$ cat src/rtl/dma_cond_pkg.sv
package dma_cond_pkg;

    typedef enum logic [1:0] {
        MODE_NEVER  = 2'b00,
        MODE_IF_SET = 2'b01,
        MODE_IF_CLR = 2'b10,
        MODE_ALWAYS = 2'b11
    } cond_mode_e;

    // index of each decision inside the evaluator's condition array
    localparam int unsigned SLOT_INTR   = 0;
    localparam int unsigned SLOT_BRANCH = 1;
    localparam int unsigned SLOT_WAIT   = 2;
    localparam int unsigned NUM_SLOTS   = 3;

    typedef struct packed {
        logic irq;
        logic hold;
        logic take;
    } decision_t;

    function automatic logic mode_fires(input cond_mode_e mode, input logic cond);
        logic r;
        case (mode)
            MODE_NEVER:  r = 1'b0;
            MODE_IF_SET: r = cond;
            MODE_IF_CLR: r = ~cond;
            default:     r = 1'b1;
        endcase
        return r;
    endfunction

endpackage

$ cat src/rtl/dma_cond_match.sv
module dma_cond_match
    import dma_cond_pkg::*;
#(
    parameter int unsigned STAT_W   = 4,
    parameter int unsigned SEL_W    = 32,
    parameter int unsigned MASK_LSB = 16
) (
    input  logic [STAT_W-1:0] status,
    input  logic [SEL_W-1:0]  sel,
    input  logic [1:0]        mode,
    output logic              cond,
    output logic              fires
);
    localparam int unsigned MASK_MSB = MASK_LSB + STAT_W - 1;

    logic [STAT_W-1:0] mask;
    logic [STAT_W-1:0] value;

    always_comb begin
        mask  = sel[MASK_MSB:MASK_LSB];
        value = sel[STAT_W-1:0];
        cond  = ((status & mask) == (value & mask));
        fires = mode_fires(cond_mode_e'(mode), cond);
    end

endmodule

$ cat src/rtl/dma_ptr_step.sv
module dma_ptr_step #(
    parameter int unsigned PTR_W      = 32,
    parameter int unsigned DESC_BYTES = 16
) (
    input  logic [PTR_W-1:0] cur_ptr,
    input  logic [PTR_W-1:0] dep_addr,
    input  logic             take,
    output logic [PTR_W-1:0] seq_ptr,
    output logic [PTR_W-1:0] next_ptr
);
    localparam logic [PTR_W-1:0] STEP = PTR_W'(DESC_BYTES);

    always_comb begin
        seq_ptr  = cur_ptr + STEP;
        next_ptr = take ? dep_addr : seq_ptr;
    end

endmodule

$ cat src/rtl/dma_cond_eval.sv
module dma_cond_eval
    import dma_cond_pkg::*;
#(
    parameter int unsigned STAT_W     = 4,
    parameter int unsigned SEL_W      = 32,
    parameter int unsigned MASK_LSB   = 16,
    parameter int unsigned PTR_W      = 32,
    parameter int unsigned DESC_BYTES = 16
) (
    input  logic              clk,
    input  logic              rst,
    input  logic              eval_strobe,
    input  logic [STAT_W-1:0] dev_status,
    input  logic [SEL_W-1:0]  intr_sel,
    input  logic [SEL_W-1:0]  branch_sel,
    input  logic [SEL_W-1:0]  wait_sel,
    input  logic [1:0]        intr_mode,
    input  logic [1:0]        branch_mode,
    input  logic [1:0]        wait_mode,
    input  logic [PTR_W-1:0]  cur_ptr,
    input  logic [PTR_W-1:0]  dep_addr,
    output logic              result_valid,
    output logic              irq_pulse,
    output logic              wait_flag,
    output logic              branch_taken,
    output logic [PTR_W-1:0]  next_ptr
);
    localparam logic [PTR_W-1:0] STEP = PTR_W'(DESC_BYTES);

    logic [NUM_SLOTS-1:0][SEL_W-1:0] sel_arr;
    logic [NUM_SLOTS-1:0][1:0]       mode_arr;
    logic [NUM_SLOTS-1:0]            cond_arr;
    logic [NUM_SLOTS-1:0]            fire_arr;

    assign sel_arr[SLOT_INTR]    = intr_sel;
    assign sel_arr[SLOT_BRANCH]  = branch_sel;
    assign sel_arr[SLOT_WAIT]    = wait_sel;
    assign mode_arr[SLOT_INTR]   = intr_mode;
    assign mode_arr[SLOT_BRANCH] = branch_mode;
    assign mode_arr[SLOT_WAIT]   = wait_mode;

    for (genvar g = 0; g < NUM_SLOTS; g++) begin : g_slot
        dma_cond_match #(
            .STAT_W  (STAT_W),
            .SEL_W   (SEL_W),
            .MASK_LSB(MASK_LSB)
        ) u_match (
            .status(dev_status),
            .sel   (sel_arr[g]),
            .mode  (mode_arr[g]),
            .cond  (cond_arr[g]),
            .fires (fire_arr[g])
        );
    end

    decision_t        dec;
    logic [PTR_W-1:0] seq_ptr;
    logic [PTR_W-1:0] step_ptr;

    always_comb begin
        dec.hold = fire_arr[SLOT_WAIT];
        dec.irq  = fire_arr[SLOT_INTR] & ~fire_arr[SLOT_WAIT];
        dec.take = fire_arr[SLOT_BRANCH];
    end

    dma_ptr_step #(
        .PTR_W     (PTR_W),
        .DESC_BYTES(DESC_BYTES)
    ) u_step (
        .cur_ptr (cur_ptr),
        .dep_addr(dep_addr),
        .take    (dec.take),
        .seq_ptr (seq_ptr),
        .next_ptr(step_ptr)
    );

    logic             valid_q;
    logic             irq_q;
    logic             hold_q;
    logic             bt_q;
    logic [PTR_W-1:0] ptr_q;

    always_ff @(posedge clk) begin
        if (rst) begin
            valid_q <= 1'b0;
            irq_q   <= 1'b0;
            hold_q  <= 1'b0;
            bt_q    <= 1'b0;
            ptr_q   <= '0;
        end else begin
            valid_q <= eval_strobe;
            irq_q   <= eval_strobe & dec.irq;
            if (eval_strobe) begin
                hold_q <= dec.hold;
                if (dec.hold) begin
                    ptr_q <= cur_ptr;
                end else begin
                    ptr_q <= step_ptr;
                    bt_q  <= dec.take;
                end
            end
        end
    end

    assign result_valid = valid_q;
    assign irq_pulse    = irq_q;
    assign wait_flag    = hold_q;
    assign branch_taken = bt_q;
    assign next_ptr     = ptr_q;


    strobe_to_valid_chk: assert property (@(posedge clk) disable iff (rst)
        eval_strobe |=> result_valid);


    no_spurious_valid_chk: assert property (@(posedge clk) disable iff (rst)
        !eval_strobe |=> !result_valid && !irq_pulse);


    irq_not_on_hold_chk: assert property (@(posedge clk) disable iff (rst)
        irq_pulse |-> result_valid && !wait_flag);


    hold_keeps_state_chk: assert property (@(posedge clk) disable iff (rst)
        result_valid && wait_flag |-> $stable(branch_taken) && next_ptr == $past(cur_ptr));


    seq_step_chk: assert property (@(posedge clk) disable iff (rst)
        result_valid && !wait_flag && !branch_taken |-> next_ptr == $past(cur_ptr) + STEP);


    branch_load_chk: assert property (@(posedge clk) disable iff (rst)
        result_valid && !wait_flag && branch_taken |-> next_ptr == $past(dep_addr));


    idle_hold_chk: assert property (@(posedge clk) disable iff (rst)
        !result_valid |-> $stable(next_ptr) && $stable(branch_taken) && $stable(wait_flag));

endmodule

$ cat config.mk
export PLATFORM = sky130hd
export DESIGN_NAME = dma_cond_eval
export DESIGN_NICKNAME = d
export VERILOG_FILES = /design/src/rtl/dma_cond_pkg.sv /design/src/rtl/dma_cond_match.sv /design/src/rtl/dma_ptr_step.sv /design/src/rtl/dma_cond_eval.sv
export SDC_FILE = /design/constraint.sdc
export NUM_CORES = 1
export LEC_CHECK = 0
export BUFFER_PORTS_ARGS = -buffer_cell sky130_fd_sc_hd__buf_2
export CORE_MARGIN = 10
export CORE_UTILIZATION = 40
export DETAILED_ROUTE_END_ITERATION = 7
export HOLD_SLACK_MARGIN = 0.05
export PLACE_DENSITY = 0.85
export SKIP_LAST_GASP = 1
export SYNTH_ARGS = -nofsm -noshare
export SYNTH_HDL_FRONTEND = slang
export SYNTH_SLANG_ARGS = --single-unit
export TNS_END_PERCENT = 100
$ cat constraint.sdc
create_clock -name clk -period 3.5 [get_ports clk]
set_clock_uncertainty 0.05 [all_clocks]
set_input_delay 0.175 -clock clk [delete_from_list [all_inputs] [get_ports clk]]
set_output_delay 0.175 -clock clk [all_outputs]
set_load 0.02 [all_outputs]
* Word level (Yosys, flattened, before mapping) *
Index checks and enable logic that the tools add are counted.

word-level totals
  bits in registers = 36
  latch bits = 0
  memory bits (writable) = 0
  ROM bits = 0
  bits of input ports = 173
  output and inout bits = 36
  word-level logic and storage cells = 36
  memories kept = 0

cells by class
  add/sub/neg operators = 1
  multipliers = 0
  div/mod/pow operators = 0
  magnitude comparators = 0
  equal/unequal tests = 9
  shift-type cells = 0
  mux-type cells = 5
  bitwise gates (word level) = 12
  reduce and logical (&&, ||, !) cells = 4

operators by type and width
  kind                                           number
  two-way mux 32 bit                             2
  adder 32 x 5 -> 32 bit, second input constant  1
  AND 4 bit                                      6
  == test 4 bit                                  3
  one-hot mux 1 bit (3 select lines)             3
  == test 2 x 1 -> 1 bit, second input constant  3
  == test 2 bit, second input constant           3
  zero test 2 bit                                3
  inverter 1 bit                                 4
  AND 1 bit                                      2
  AND reduction 2 bit                            1

* Depth between registers and ports, before layout *
  depth after elaboration = 7
  depth in mapped cells = 8
  gate-level depth less buffers = 8

* Modules after synthesis *
From an unflattened synthesis, not the netlist that was laid out.

unflattened totals
  cell total of the unflattened synthesis = 336
  area, all modules = 2,904.0 sq um

modules (own cells, without submodules)
  module          times used  cells an instance  area an instance (sq um)  seq. area each (sq um)
  dma_cond_eval   1           154                1,575.3                   720.7
  dma_ptr_step    1           161                1,084.8                   0.0
  dma_cond_match  3           7                  81.3                      0.0

* Least setup slack after synthesis *
OpenSTA, ideal clock, no wires.

  path type = input -> register
  start point = input port dev_status[1]
  end point = register ptr_q[15] (netlist: next_ptr[15])
  setup time = 0.079 ns
  arrival time = 1.539 ns
  data required time = 3.371 ns
  slack = 1.832 ns
  stages on the path = 8
  path buffers = 1
  cell sequence = xor2_1 > a22oi_1 > nand2_2 > mux2_4 > buf_6 > nor4b_2 > a21oi_1 > o211ai_1

on the way
  longest elaborated chain between the ends = 6
  elaborated cells between the ends (all ways) = 10
  those cells by class = 2 x eq/ne; 4 x mux; 4 x bitwise

ends and longest elaborated chain
  what                                RTL line              source
  from (decl)                         dma_cond_eval.sv:13   input logic [STAT_W-1:0] dev_status,
  AND 4 bit                           dma_cond_match.sv:22  cond = ((status & mask) == (value & mask));
  == test 4 bit                       dma_cond_match.sv:22
  inverter 1 bit                      dma_cond_pkg.sv:27    MODE_IF_CLR: r = ~cond;
  one-hot mux 1 bit (3 select lines)  dma_cond_pkg.sv:24    case (mode)
  two-way mux 32 bit                  dma_ptr_step.sv:15    next_ptr = take ? dep_addr : seq_ptr;
  two-way mux 32 bit (*)              dma_cond_eval.sv:95   if (dec.hold) begin
  to (signal assigned)                dma_cond_eval.sv:96   ptr_q <= cur_ptr;
  to (signal assigned)                dma_cond_eval.sv:98   ptr_q <= step_ptr;
  to (decl)                           dma_cond_eval.sv:81   logic [PTR_W-1:0] ptr_q;

Every way passes the cells marked *; elsewhere a longest branch is shown, timed or not.
A chain may end at the register's enable or synchronous reset.

* Worst setup path after layout *
  start point = input port dev_status[1]
  end point = register ptr_q[22] (netlist: next_ptr[22])

Same word-level chain as after synthesis.

==> metrics.md <==
| Metric | Value |
|---|---|
| CP Launch Type | input pin |
| DRC | 0 |
| Setup violations, final | 0 |
| Yosys cell types | 55 |
| Die Span X | 99.16 um |
| Crit path kind | input pin to flop |
| Commonest non-fill, non-tap cell in the layout | buf_2 |
| Met1 usage | 22.04% |
| Hold endpoint | irq_pulse |
| Antenna cells | 0 |
| Syn Inst Count | 318 |
| DRT Pass-1 Iters | 5 |
| Largest net degree at the start of global routing | 37 |
| Vias after detailed routing | 2940 |
| Top_reg_cell synth | dfxtp_1 |
| Yosys reg bits | 36 |
| Antenna Violating Nets Remaining | 0 |
| Fin cells | 522 |
| Clk sinks | 36 |
| Cells on worst reg2reg path | 3 |
| Post-route setup TNS | 0 ns |
| Final Hold Fails | 0 |
| Clk_lat worst skew | 0.29 ns |
| Critical Path AT | 2.09 ns |
| Fin crit period | 1.993 ns |
| Initial Utilization | 41.83% |
| Critical path required time | 3.60 ns |
| GPL Wtd Cong | 0.8546 |
| Leakage power | 1.509 nW |
| CP Capture Type | flop |
| Routed WL | 9361 um |
| Met3 Use GR | 5.190% |
| R2R Setup Slk | 2.63 ns |
| Detailed placement HPWL | 7348 um |
| Post-CTS sizing | 0 |
| Hold wc startpoint | intr_mode[1] |
| Initial antenna violation count | 0 |
| Fraction of layout cells with a size suffix above 1 | 36.24% |
| Synth warn | 0 |
| Final max-slew violation count | 0 |
| # hold bufs at CTS | 0 |
| Num ports | 209 |
| Least-Margin Pin Slew | 0.6726 ns |
| Placed Instances | 514 |
| Root Buffer | clkbuf_8 |
| Hold/Removal Path Class | input pin to flop |
| CTS tree | yes |
| EDFF count, synth | 0 |
| Input/output buffers | 136 |
| Post-synth ARST share | 0% |
| Number of global-route vias before repair | 3015 |
| Die area | 0.009832 mm^2 |
| RSZ-0062 raised after global routing | false |
| Setup WS post-layout | 1.507 ns |
| H-Tree Depth | 2 |
| Max-slew headroom | 54.99% |
| Post-CTS Setup Inserts | 0 |
| Status | complete, no violations |
| Iter 0 DRT Violations | 217 |
| Post-layout nets | 620 |
| Pre-CTS setup slack | 1.212 ns |
| Period utilization | 56.93% |
| Sequential area share after synthesis | 28.76% |
| Chip height | 99.16 um |
| Worst vdd ir | 0.2082 mV |
| Synthesized Nets | 492 |
| Synthesized area | 0.002506 mm^2 |
| First-pass GRT wire length | 14950 um |
| Clk slew on worst S/H paths | 0.08 ns |
| Crit path max fanout | 20 |
| Max Freq | 0.5019 GHz |
| Area growth from synthesis to layout | 32.40% |
| Reg2reg end | next_ptr[17] |
| GR peak layer | met2 |
| CTS buffer count | 5 |
| Synth Area per Inst | 7.881 um^2 |
| Most frequent cells in the layout | buf_2 (136), nand2_1 (42), dfxtp_1 (36) |
| Vias per cell | 5.632 |
| Grt total ovfl | 0 |
| Pwr dens | 372.1 mW/mm^2 |
| Post-DR wirelength/cell | 17.93 um |
| Maxcap violations | 0 |
| Met2 GRT Util | 29.61% |
| Clock buffer depth | 2 |
| Reg2reg start | next_ptr[17] |
| Core Region | 0.005991 mm^2 |
| Hold Path Stages | 3 |
| Total track usage | 18.05% |
| Row count | 28 |
-- per-layer routing --
metal / share of wire (%) / up-vias
li1: - / 1456
met1: 42 / 1348
met2: 47 / 122
met3: 8.6 / 14
met4: 2.0 / 0
met5: 0 / -
-- Yosys cell counts (3+ instances only) --
| cell | number | share of area [%] |
|---|---|---|
| a22oi_1 | 4 | 1.2 |
| a31oi_1 | 3 | 0.75 |
| nor2_1 | 28 | 4.2 |
| o22ai_1 | 4 | 1.0 |
| xor2_1 | 15 | 5.2 |
| a211oi_1 | 5 | 1.5 |
| clkbuf_1 | 10 | 1.5 |
| and4_1 | 5 | 1.7 |
| o21ai_1 | 5 | 1.0 |
| buf_2 | 5 | 1.0 |
| a32oi_1 | 6 | 2.1 |
| o21ai_0 | 18 | 3.6 |
| dfxtp_1 | 36 | 29 |
| a21oi_1 | 19 | 3.8 |
| a311oi_1 | 10 | 3.5 |
| a21o_1 | 3 | 0.90 |
| nand4_1 | 5 | 1.2 |
| mux2i_1 | 4 | 1.6 |
| o211ai_1 | 7 | 2.1 |
| nand2b_1 | 3 | 0.75 |
| buf_6 | 3 | 1.3 |
| nor3_1 | 5 | 1.0 |
| nand2_1 | 42 | 6.3 |
| nand3_1 | 16 | 3.2 |
| inv_1 | 4 | 0.60 |
| and3_1 | 8 | 2.0 |
-- how the worst max path moves through the flow --
stage / from / endpoint / slack [ns] / depth (start not counted)
2_1_floorplan: dev_status[1] / next_ptr[15] / 1.83 / 8
3_3_place_gp: dev_status[1] / next_ptr[22] / 1.27 / 9
3_5_place_dp: dev_status[1] / next_ptr[22] / 1.21 / 9
4_1_cts: dev_status[1] / next_ptr[22] / 1.52 / 9
5_1_grt: dev_status[1] / next_ptr[22] / 1.43 / 9
6_report: dev_status[1] / next_ptr[22] / 1.51 / 9
-- flip-flops by register name (all words and copies together) (netlist names) --
register and count:
branch_taken 1, result_valid 1, wait_flag 1, irq_pulse 1, next_ptr 32
-- worst max-delay path: stages --
cell      delay [ns]
buf_2           0.13
xor2_1          0.16
a22oi_1         0.27
nand2_2         0.14
mux2i_4         0.19
buf_4           0.29
mux2_1          0.36
o22ai_1         0.26
a211oi_1        0.12
-- kinds of logic (layout without fill, tap and decap cells) --
group                    Yosys count  in the layout  share of synthesized area [%]
multiplexers                      12             12                          6.390
XOR/XNOR                          17             17                          5.941
AND/OR/NAND/NOR                  124            124                          24.56
adder cells (fa/ha/maj)            1              1                         0.4992
flip-flops                        36             36                          28.76
AO/OA/AOI/OAI                    104            104                          28.81
buffers and inverters             24            153                          5.042
-- through the flow --
step,hold slack [ns],power [W],instance area [um^2],util [%]
CTS,0.08803,0.001249,3318,55.39
detailed placement,0.3912,0.0008692,3207,53.53
global route,0.09715,0.001304,3318,55.39
finish,0.08801,0.001235,3318,55.39
global placement,0.3611,0.0008582,3207,53.53
floorplan,0.2689,0.0007182,2506,-
-- final cells by class --
cell class	count	area (um^2)
fill	608	2673
sequential	36	720.7
tap	75	93.84
multi-input combinational	258	1659
timing repair buffer	141	718.2
inverter	4	15.01
clock buffer	5	68.82
clock inverter	3	42.54
-- power by group --
part           internal, W  total, W  leakage [nW]  switching (W)
clock             0.000211  0.000376        0.0541       0.000165
combinational     0.000160  0.000397          1.16       0.000238
sequential        0.000445  0.000461         0.298      0.0000155
total             0.000816   0.00123          1.51       0.000419
Note: power is estimated with default switching activity, not from simulation.
